[src/rtl/thermal_mon_pkg.sv]
package thermal_mon_pkg;
   localparam int TEMP_W = 12;
   typedef logic signed [TEMP_W-1:0] temp_t;

   localparam int REG_AW = 6;
   localparam logic [REG_AW-1:0] A_IRQ_EN  = 6'h00;
   localparam logic [REG_AW-1:0] A_UL_PEND = 6'h01;
   localparam logic [REG_AW-1:0] A_UL_CLR  = 6'h02;
   localparam logic [REG_AW-1:0] A_UL_MASK = 6'h03;
   localparam logic [REG_AW-1:0] A_CR_PEND = 6'h04;
   localparam logic [REG_AW-1:0] A_CR_CLR  = 6'h05;
   localparam logic [REG_AW-1:0] A_CR_MASK = 6'h06;

   localparam logic [1:0] PG_LIMIT  = 2'b01;
   localparam logic [1:0] PG_REPORT = 2'b10;
   localparam logic [1:0] PG_CRIT   = 2'b11;

   localparam int UP_HALF  = 16;
   localparam int UP_LSB   = 12;
   localparam int BIT_CYC  = 30;
   localparam int BIT_BARK = 31;
   localparam int RP_LO    = 17;
   localparam int RP_UP    = 18;
   localparam int RP_CR    = 19;
   localparam int RP_VLD   = 21;

   localparam temp_t TEMP_MAX = 12'sh7FF;
   localparam temp_t TEMP_MIN = 12'sh800;
endpackage

[src/rtl/thermal_event_latch.sv]
module thermal_event_latch #(
   parameter int W = 32
) (
   input  logic         clk,
   input  logic         rst_n,
   input  logic [W-1:0] set_vec,
   input  logic [W-1:0] clr_vec,
   output logic [W-1:0] pend
);
   // a set at the same edge as a clear wins
   always_ff @(posedge clk or negedge rst_n) begin
      if (!rst_n) pend <= '0;
      else        pend <= (pend & ~clr_vec) | set_vec;
   end
endmodule

[src/rtl/thermal_sensor_slot.sv]
module thermal_sensor_slot
   import thermal_mon_pkg::*;
(
   input  logic        clk,
   input  logic        rst_n,
   input  logic        hit,
   input  temp_t       code,
   input  logic        lim_we,
   input  logic        crit_we,
   input  logic [23:0] wdata,
   output temp_t       lo_lim,
   output temp_t       up_lim,
   output temp_t       cr_lim,
   output temp_t       last_code,
   output logic        have_code,
   output logic        ev_lo,
   output logic        ev_up,
   output logic        ev_cr
);
   always_ff @(posedge clk or negedge rst_n) begin
      if (!rst_n) begin
         lo_lim    <= TEMP_MIN;
         up_lim    <= TEMP_MAX;
         cr_lim    <= TEMP_MAX;
         last_code <= '0;
         have_code <= 1'b0;
      end else begin
         if (lim_we) begin
            lo_lim <= temp_t'(wdata[TEMP_W-1:0]);
            up_lim <= temp_t'(wdata[UP_LSB+TEMP_W-1:UP_LSB]);
         end
         if (crit_we) cr_lim <= temp_t'(wdata[TEMP_W-1:0]);
         if (hit) begin
            last_code <= code;
            have_code <= 1'b1;
         end
      end
   end

   // compared against limits in force before any same-edge write
   assign ev_up = hit && (code >= up_lim);
   assign ev_lo = hit && (code <= lo_lim);
   assign ev_cr = hit && (code >= cr_lim);
endmodule

[src/rtl/thermal_trip_monitor.sv]
module thermal_trip_monitor
   import thermal_mon_pkg::*;
#(
   parameter int NUM_SENS = 16,
   localparam int SIDX_W  = (NUM_SENS > 1) ? $clog2(NUM_SENS) : 1
) (
   input  logic              clk,
   input  logic              rst_n,
   input  logic              smp_valid,
   input  logic [SIDX_W-1:0] smp_idx,
   input  logic [11:0]       smp_code,
   input  logic              evt_wdog_bark,
   input  logic              evt_cycle_done,
   input  logic              reg_we,
   input  logic [5:0]        reg_addr,
   input  logic [31:0]       reg_wdata,
   output logic [31:0]       reg_rdata,
   output logic              irq_thresh,
   output logic              irq_crit
);
   if (NUM_SENS < 1 || NUM_SENS > UP_HALF) begin : g_bad_count
      $error("NUM_SENS must be between 1 and 16");
   end

   function automatic logic [31:0] ul_impl();
      logic [31:0] m = '0;
      for (int k = 0; k < NUM_SENS; k++) begin
         m[k]           = 1'b1;
         m[UP_HALF + k] = 1'b1;
      end
      return m;
   endfunction

   function automatic logic [31:0] cr_impl();
      logic [31:0] m = '0;
      for (int k = 0; k < NUM_SENS; k++) m[k] = 1'b1;
      m[BIT_CYC]  = 1'b1;
      m[BIT_BARK] = 1'b1;
      return m;
   endfunction

   localparam logic [31:0] UL_BITS = ul_impl();
   localparam logic [31:0] CR_BITS = cr_impl();

   logic [2:0]  irq_en;
   logic [31:0] ul_mask, ul_clear, cr_mask, cr_clear;
   logic [31:0] ul_status, cr_status;
   logic [31:0] ul_set, cr_set;

   temp_t lo_lim [NUM_SENS];
   temp_t up_lim [NUM_SENS];
   temp_t cr_lim [NUM_SENS];
   temp_t last_code [NUM_SENS];
   logic [NUM_SENS-1:0] have_code, ev_lo, ev_up, ev_cr;

   wire [1:0] pg     = reg_addr[5:4];
   wire [3:0] pg_idx = reg_addr[3:0];

   for (genvar n = 0; n < NUM_SENS; n++) begin : g_slot
      wire hit_n  = smp_valid && (smp_idx == SIDX_W'(n));
      wire lim_n  = reg_we && (pg == PG_LIMIT) && (pg_idx == 4'(n));
      wire crit_n = reg_we && (pg == PG_CRIT)  && (pg_idx == 4'(n));
      thermal_sensor_slot u_slot (
         .clk       (clk),
         .rst_n     (rst_n),
         .hit       (hit_n),
         .code      (temp_t'(smp_code)),
         .lim_we    (lim_n),
         .crit_we   (crit_n),
         .wdata     (reg_wdata[23:0]),
         .lo_lim    (lo_lim[n]),
         .up_lim    (up_lim[n]),
         .cr_lim    (cr_lim[n]),
         .last_code (last_code[n]),
         .have_code (have_code[n]),
         .ev_lo     (ev_lo[n]),
         .ev_up     (ev_up[n]),
         .ev_cr     (ev_cr[n])
      );
   end

   always_comb begin
      ul_set = '0;
      cr_set = '0;
      for (int k = 0; k < NUM_SENS; k++) begin
         ul_set[k]           = ev_lo[k];
         ul_set[UP_HALF + k] = ev_up[k];
         cr_set[k]           = ev_cr[k];
      end
      cr_set[BIT_CYC]  = evt_cycle_done;
      cr_set[BIT_BARK] = evt_wdog_bark;
   end

   always_ff @(posedge clk or negedge rst_n) begin
      if (!rst_n) begin
         irq_en   <= '0;
         ul_mask  <= UL_BITS;
         cr_mask  <= CR_BITS;
         ul_clear <= '0;
         cr_clear <= '0;
      end else if (reg_we) begin
         case (reg_addr)
            A_IRQ_EN:  irq_en   <= reg_wdata[2:0];
            A_UL_MASK: ul_mask  <= reg_wdata & UL_BITS;
            A_CR_MASK: cr_mask  <= reg_wdata & CR_BITS;
            A_UL_CLR:  ul_clear <= reg_wdata & UL_BITS;
            A_CR_CLR:  cr_clear <= reg_wdata & CR_BITS;
            default: ;
         endcase
      end
   end

   thermal_event_latch #(.W(32)) u_ul_pend (
      .clk(clk), .rst_n(rst_n), .set_vec(ul_set), .clr_vec(ul_clear), .pend(ul_status)
   );
   thermal_event_latch #(.W(32)) u_cr_pend (
      .clk(clk), .rst_n(rst_n), .set_vec(cr_set), .clr_vec(cr_clear), .pend(cr_status)
   );

   wire [31:0] ul_live = ul_status & ~ul_mask;
   wire [31:0] cr_live = cr_status & ~cr_mask;
   assign irq_thresh = (irq_en[0] && |ul_live[UP_HALF-1:0]) ||
                       (irq_en[1] && |ul_live[31:UP_HALF]);
   assign irq_crit   = irq_en[2] && |cr_live;

   always_comb begin
      reg_rdata = '0;
      case (pg)
         2'b00: begin
            case (reg_addr)
               A_IRQ_EN:  reg_rdata = {29'd0, irq_en};
               A_UL_PEND: reg_rdata = ul_status;
               A_UL_CLR:  reg_rdata = ul_clear;
               A_UL_MASK: reg_rdata = ul_mask;
               A_CR_PEND: reg_rdata = cr_status;
               A_CR_CLR:  reg_rdata = cr_clear;
               A_CR_MASK: reg_rdata = cr_mask;
               default:   reg_rdata = '0;
            endcase
         end
         default: begin
            for (int k = 0; k < NUM_SENS; k++) begin
               if (pg_idx == 4'(k)) begin
                  if (pg == PG_LIMIT)
                     reg_rdata = {8'd0, up_lim[k], lo_lim[k]};
                  else if (pg == PG_CRIT)
                     reg_rdata = {20'd0, cr_lim[k]};
                  else begin
                     reg_rdata[TEMP_W-1:0] = last_code[k];
                     reg_rdata[RP_LO]  = ul_status[k];
                     reg_rdata[RP_UP]  = ul_status[UP_HALF + k];
                     reg_rdata[RP_CR]  = cr_status[k];
                     reg_rdata[RP_VLD] = have_code[k];
                  end
               end
            end
         end
      endcase
   end
endmodule

[config.mk]
export PLATFORM = sky130hd
export DESIGN_NAME = thermal_trip_monitor
export DESIGN_NICKNAME = d
export VERILOG_FILES = /design/src/rtl/thermal_mon_pkg.sv /design/src/rtl/thermal_event_latch.sv /design/src/rtl/thermal_sensor_slot.sv /design/src/rtl/thermal_trip_monitor.sv
export SDC_FILE = /design/constraint.sdc
export NUM_CORES = 2
export LEC_CHECK = 0
export CORE_UTILIZATION = 59
export DETAILED_ROUTE_END_ITERATION = 10
export DONT_BUFFER_PORTS = 1
export PLACE_DENSITY = 0.75
export SYNTH_ARGS = -nofsm -noshare
export SYNTH_HDL_FRONTEND = slang
export SYNTH_SLANG_ARGS = --single-unit
[constraint.sdc]
create_clock -name clk -period 4.08 [get_ports clk]
set_input_delay 0.612 -clock clk [delete_from_list [all_inputs] [get_ports clk]]
set_output_delay 0.612 -clock clk [all_outputs]
set_load 0.03 [all_outputs]
---- Word level (Yosys, flattened, before mapping) ----
Cells that the tools add are included.
W data, S select, Z words.
cells by class
  bitwise operators ....................... 10
  equal/unequal tests ..................... 38
  mux-type cells .......................... 130
  reductions and logical operators ........ 114
  magnitude comparators ................... 48
operators with widths
  operator              number
  $mux W32              34
  $ge A12 B12 Y1        32
  $pmux W32 S7          1
  $le A12 B12 Y1        16
  $mux W12              16
  $mux W10              15
  $and A32 B32 Y32      4
  $not A32 Y32          4
  $logic_and A1 B1 Y1   101
  $mux W5               15
  $eq A4 B4 Y1 const B  16
  $or A32 B32 Y32       2
  $mux W24              2
  $mux W3               16
  $eq A4 B3 Y1 const B  8
  $reduce_or A16 Y1     2
  $reduce_or A32 Y1     1
  $mux W1               31
  $eq A6 B3 Y1 const B  3
  $eq A4 B2 Y1 const B  4
  $eq A6 B2 Y1 const B  2
  $reduce_and A2 Y1     5
  $eq A4 B1 Y1 const B  2
  $logic_not A4 Y1      2
  other kinds (6)       6
word-level totals
  output and inout bits ................... 34
  logic and storage cells ................. 427
  input bits .............................. 60
  register bits ........................... 951

---- Logic depth before layout (Yosys ltp) ----
  depth in word-level cells ............... 53
  mapped depth ............................ 12
  mapped depth without buffers ............ 9

---- By module ----
From an unflattened synthesis, not the netlist that was laid out.
second synthesis, totals
  cells, all modules ...................... 6,164
  area total of the unflattened synthesis .. 58,715.1 µm²
modules (own cells, without submodules)
  module                                      sequential area each (µm²)  cells an instance  times used  area an instance (µm²)
  thermal_sensor_slot (g_slot[0].u_slot ...)  1,255.0                     269                15          2,690.1
  thermal_trip_monitor                        2,640.0                     1,667              1           13,350.3
  thermal_sensor_slot (g_slot[14].u_slot)     1,255.0                     270                1           2,691.3
  thermal_event_latch                         800.8                       96                 2           1,161.1

---- Worst setup path after synthesis ----
No wires, ideal clock.
  kind .................................... input-to-output
  start ................................... in reg_addr[0]
  end ..................................... out reg_rdata[21]
  path slack .............................. 0.966 ns
  required time ........................... 3.468 ns
  buffers on the path ..................... 3
  stages on the path ...................... 10
  arrival time ............................ 2.502 ns
  cell sequence ........................... buf_4 > buf_6 > buf_4 > nor2_1 > nand2_1 > o21ai_0 > nand2_1 > a31oi_1 > nor4_1 > o21ai_0
on the way
  word-level cells in the longest chain between the ends .. 21
  elaborated cells on any way between the ends .. 44
  those cells by class .................... eq/ne: 21; mux: 21; reduce/logical: 2
RTL lines
  element                RTL line                     text
  from (decl)            thermal_trip_monitor.sv:15   input logic [5:0] reg_addr,
  $logic_not A4 Y1       thermal_trip_monitor.sv:143  if (pg_idx == 4'(k)) begin
  $mux W24               thermal_trip_monitor.sv:143
  $mux W32               thermal_trip_monitor.sv:143
  $mux W32               thermal_trip_monitor.sv:128  case (pg)
  $mux W32 (6 in a row)  thermal_trip_monitor.sv:143
  $mux W32               thermal_trip_monitor.sv:128
  $mux W32 (4 in a row)  thermal_trip_monitor.sv:143
  $mux W32               thermal_trip_monitor.sv:128
  $mux W32 (4 in a row)  thermal_trip_monitor.sv:143
  $mux W32 *             thermal_trip_monitor.sv:128
  to (decl)              thermal_trip_monitor.sv:17   output logic [31:0] reg_rdata,
Mark *: on every way between the ends. The rest lies on a longest branch, timed or not. The select of a mux whose other input is x is not followed.

---- Worst setup path in the final report ----
  start ................................... in reg_addr[4]
  end ..................................... out reg_rdata[21]
on the way
  word-level cells in the longest chain between the ends .. 23
  elaborated cells on any way between the ends .. 63
  those cells by class .................... eq/ne: 8; mux: 53; reduce/logical: 2
RTL lines
  element                RTL line                     text
  $eq A2 B2 Y1           thermal_trip_monitor.sv:146  else if (pg == PG_CRIT)
  $mux W1                thermal_trip_monitor.sv:146
  $mux W24               thermal_trip_monitor.sv:144  if (pg == PG_LIMIT)
  $mux W24               thermal_trip_monitor.sv:143
  $mux W32               thermal_trip_monitor.sv:143
  $mux W32               thermal_trip_monitor.sv:128
  $mux W32 (6 in a row)  thermal_trip_monitor.sv:143
  $mux W32               thermal_trip_monitor.sv:128
  $mux W32 (4 in a row)  thermal_trip_monitor.sv:143
  $mux W32               thermal_trip_monitor.sv:128
  $mux W32 (4 in a row)  thermal_trip_monitor.sv:143
  $mux W32 *             thermal_trip_monitor.sv:128
Marks and branches as above.

==> reports/qor.yml <==
run_status: "finished, violations left"
violations: "hold timing, setup timing"
yosys_warnings: 0
final_area_um2: 63600
syn_inst: 5666
drive_gt1_frac: 0.260
finalCritPeriodShare: 1.05
multi_input_area_um2: 30400
drc_errors: 0
cts_tree: "yes"
min_path_type: "in -> async"
postRouteAntennaNets: 0
switching_power_uw: 8850
period_needed_ps: 4280
regArea_um2: 24000
vias: 47475
core_um2: 97300
synth_cell_types: 84
grt_setup_unrepaired: "no"
cts_sinks: 937
irDropWorstVdd_mv: 0.367
drv_slew: 0
cts_root_buf: "clkbuf_16"
synth_edf_count: 0
required_ps: 3470
initial_utilization: 0.599
async_flop_share: 1.00
path_cells: "nand2b_1, buf_4, nor3_2, buf_4, a22oi_1, nand4_1, nor4_1, o21ai_0, buf_4"
synth-simple-area-share: 0.0834
synth_top_area_cell: "dfrtp_1"
skew_ps: 29.3
cts-htree-levels: 3
synth_xor_area_frac: 0
grt_pass1_wl_mm: 312
worst_setup_path_end_kind: "primary output"
routed_wl_mm: 214
slew_headroom: 0.0598
avgSynthCellArea_um2: 10.3
place_congestion: 1.05
cts_buffers: 103
start_kind: "input pin"
crit_fanout: 310
die_h_um: 316
synth_flop_cell: "dfrtp_1"
holdWs_ps: -104
grt_pass1_vias: 46300
ioPinCount: 94
syn_area_um2: 58300
p_per_area_nw_per_um2: 453
die-area_um2: 100000
yosysSeqAreaShare: 0.411
seq_power_share: 0.441
p_leak_uw: 0.0290
critPathMostFrequentCell: "buf_4"
worst_slew_pin_slew_ps: 1410
port_buffers: 0
synth_top_family_by_area: "multiplexers"
track_usage: 0.429
clkPwrFrac: 0.340
synth_top_cells_by_count: "inv_1, mux2_2, ha_1"
critPathArrivalTime_ps: 3670
muxShareOfSynthArea: 0.163
dpl_cell_area_um2: 59800
vias_per_cell: 6.79
area_growth_pct: 9.16
fmaxAchievable_ghz: 0.234
synth.most_common_cell: "inv_1"
antenna_found_initial: 14
drt_iter0_drc: 5750
synth_seq_cells: 937
clk_pin_slew_ps: 60
synthTopCellsByArea: "dfrtp_1, dfstp_2, ha_1, mux2_2, inv_1"
first_pass_iters: 6
critPathMaxStageDelay_ps: 680
switching_share: 0.307
setup_viol: 4
rows: 114
maxCapViolations: 0
yosysTopAreaCellShare: 0.223
finalWorstSetupSlack_ps: -198
die-width_um: 316
synth-compound-area-share: 0.150
nets: 6261
clock_latency_ps: 720
p_int_uw: 20000
grt_max_degree: 938
fill_cells: 7634
dp_hpwl_mm: 141
critical-path-slowest-cell: "nand2b_1"
path_class: "in -> out"
overflow: 0
cts_buffer_depth: 3
dp_slack_ps: 136
routedWlPerCell_um: 30.6
synth_nets: 6302
p_comb_frac: 0.220
hold_violations: 14
synthAdderAreaFrac: 0.124
[through the flow]
| stage | util | TNS, ps | hold slack (ps) | power, uW | instances |
|---|---|---|---|---|---|
| 3_5_place_dp | 0.615 | 0 | 378 | 18700 | 6775 |
| 2_1_floorplan | - | 0 | 316 | 16700 | 5666 |
| 4_1_cts | 0.652 | 0 | -396 | 28500 | 6984 |
| 6_report | 0.654 | -480 | -104 | 28800 | 6995 |
| 5_1_grt | 0.654 | 0 | 7.97 | 30000 | 6991 |
| 3_3_place_gp | 0.615 | 0 | 351 | 18400 | 6775 |
[layout make-up]
type                            instances  area share
Multi-Input combinational cell       3764       0.478
Sequential cell                       937       0.377
Clock buffer                          149      0.0474
Inverter                              643      0.0380
Timing Repair Buffer                  176      0.0271
Tap cell                             1276      0.0251
Clock inverter                         45     0.00781
Antenna cell                            5    0.000197
[routing by layer]
layer	wire length (um)	up-vias	GRT usage
met3	23500	885	0.112
li1	-	20151	-
met2	90900	2884	0.637
met1	81700	23543	0.551
met4	17800	12	0.290
met5	79	-	0
[registers in the layout, indices dropped and copies added, names as in the netlist]
| register | count |
|---|---|
| irq_en | 3 |
| g_slot.u_slot.last_code | 192 |
| g_slot.u_slot.up_lim | 192 |
| ul_clear | 32 |
| ul_mask | 32 |
| u_cr_pend.pend | 18 |
| u_ul_pend.pend | 32 |
| g_slot.u_slot.have_code | 16 |
| cr_mask | 18 |
| g_slot.u_slot.cr_lim | 192 |
| cr_clear | 18 |
| g_slot.u_slot.lo_lim | 192 |
[layout by cell type (no fill, tap or decap), types with 29 or more instances in the layout]
cell	count
a211oi_1	73
a21o_1	126
a21oi_1	185
a221oi_1	41
a22oi_1	94
a31oi_1	36
buf_4	134
clkbuf_16	106
clkinv_2	29
dfrtp_1	519
dfstp_2	418
ha_1	576
inv_1	640
mux2_1	30
mux2_2	611
mux2i_1	140
nand2_1	379
nand2b_1	88
nand3_1	67
nand4_1	50
nor2_1	226
nor2b_1	50
nor3_1	41
o211ai_1	112
o21a_1	34
o21ai_0	396
o22ai_1	67
[worst paths after layout]
check / startpoint / to / slack, ps / depth (start not counted)
max: reg_addr[4] / reg_rdata[21] / -200 / 9
min in group clk: reg_wdata[19] / g_slot[0].u_slot.up_lim[7] / 10 / 2
max in group asynchronous: rst_n / g_slot[10].u_slot.lo_lim[5] / 810 / 4
min: rst_n / g_slot[0].u_slot.lo_lim[5] / -100 / 1
min reg2reg: g_slot[2].u_slot.have_code / g_slot[2].u_slot.have_code / 470 / 1
max reg2reg: g_slot[8].u_slot.up_lim[6] / u_ul_pend.pend[24] / 1850 / 8
[critical path, delay by kind of cell]
kind	cells	cell delay, ps
AOI/OAI and AO/OA	2	460
buffers and inverters	3	650
and+or+nand+nor	4	1480
[cell families after synthesis]
group                      Yosys count
muxes                              827
DFF                                937
buffers and inverters              965
AOI/OAI and AO/OA                 1341
and+or+nand+nor                   1020
adders and majority gates          576
[power groups by stage]
stage                     Sequential (uW)  Clock [uW]  Combinational [uW]
final                               12700        9780                6320
after global routing                12800       10200                6990
after CTS                           12600        9810                6020
after detailed placement            12800           0                5940
after global placement              12700           0                5690
after floorplan                     12100           0                4550
[what timing repair did]
item / CTS / global route
hold buffers: 15 / 1
endpoints found under the hold margin: 856 / 2
buffers inserted: 0 / 0
setup endpoints to repair: 0 / 3
gates resized for setup: 0 / 4
No activity file was read; power rests on OpenSTA's default activity.
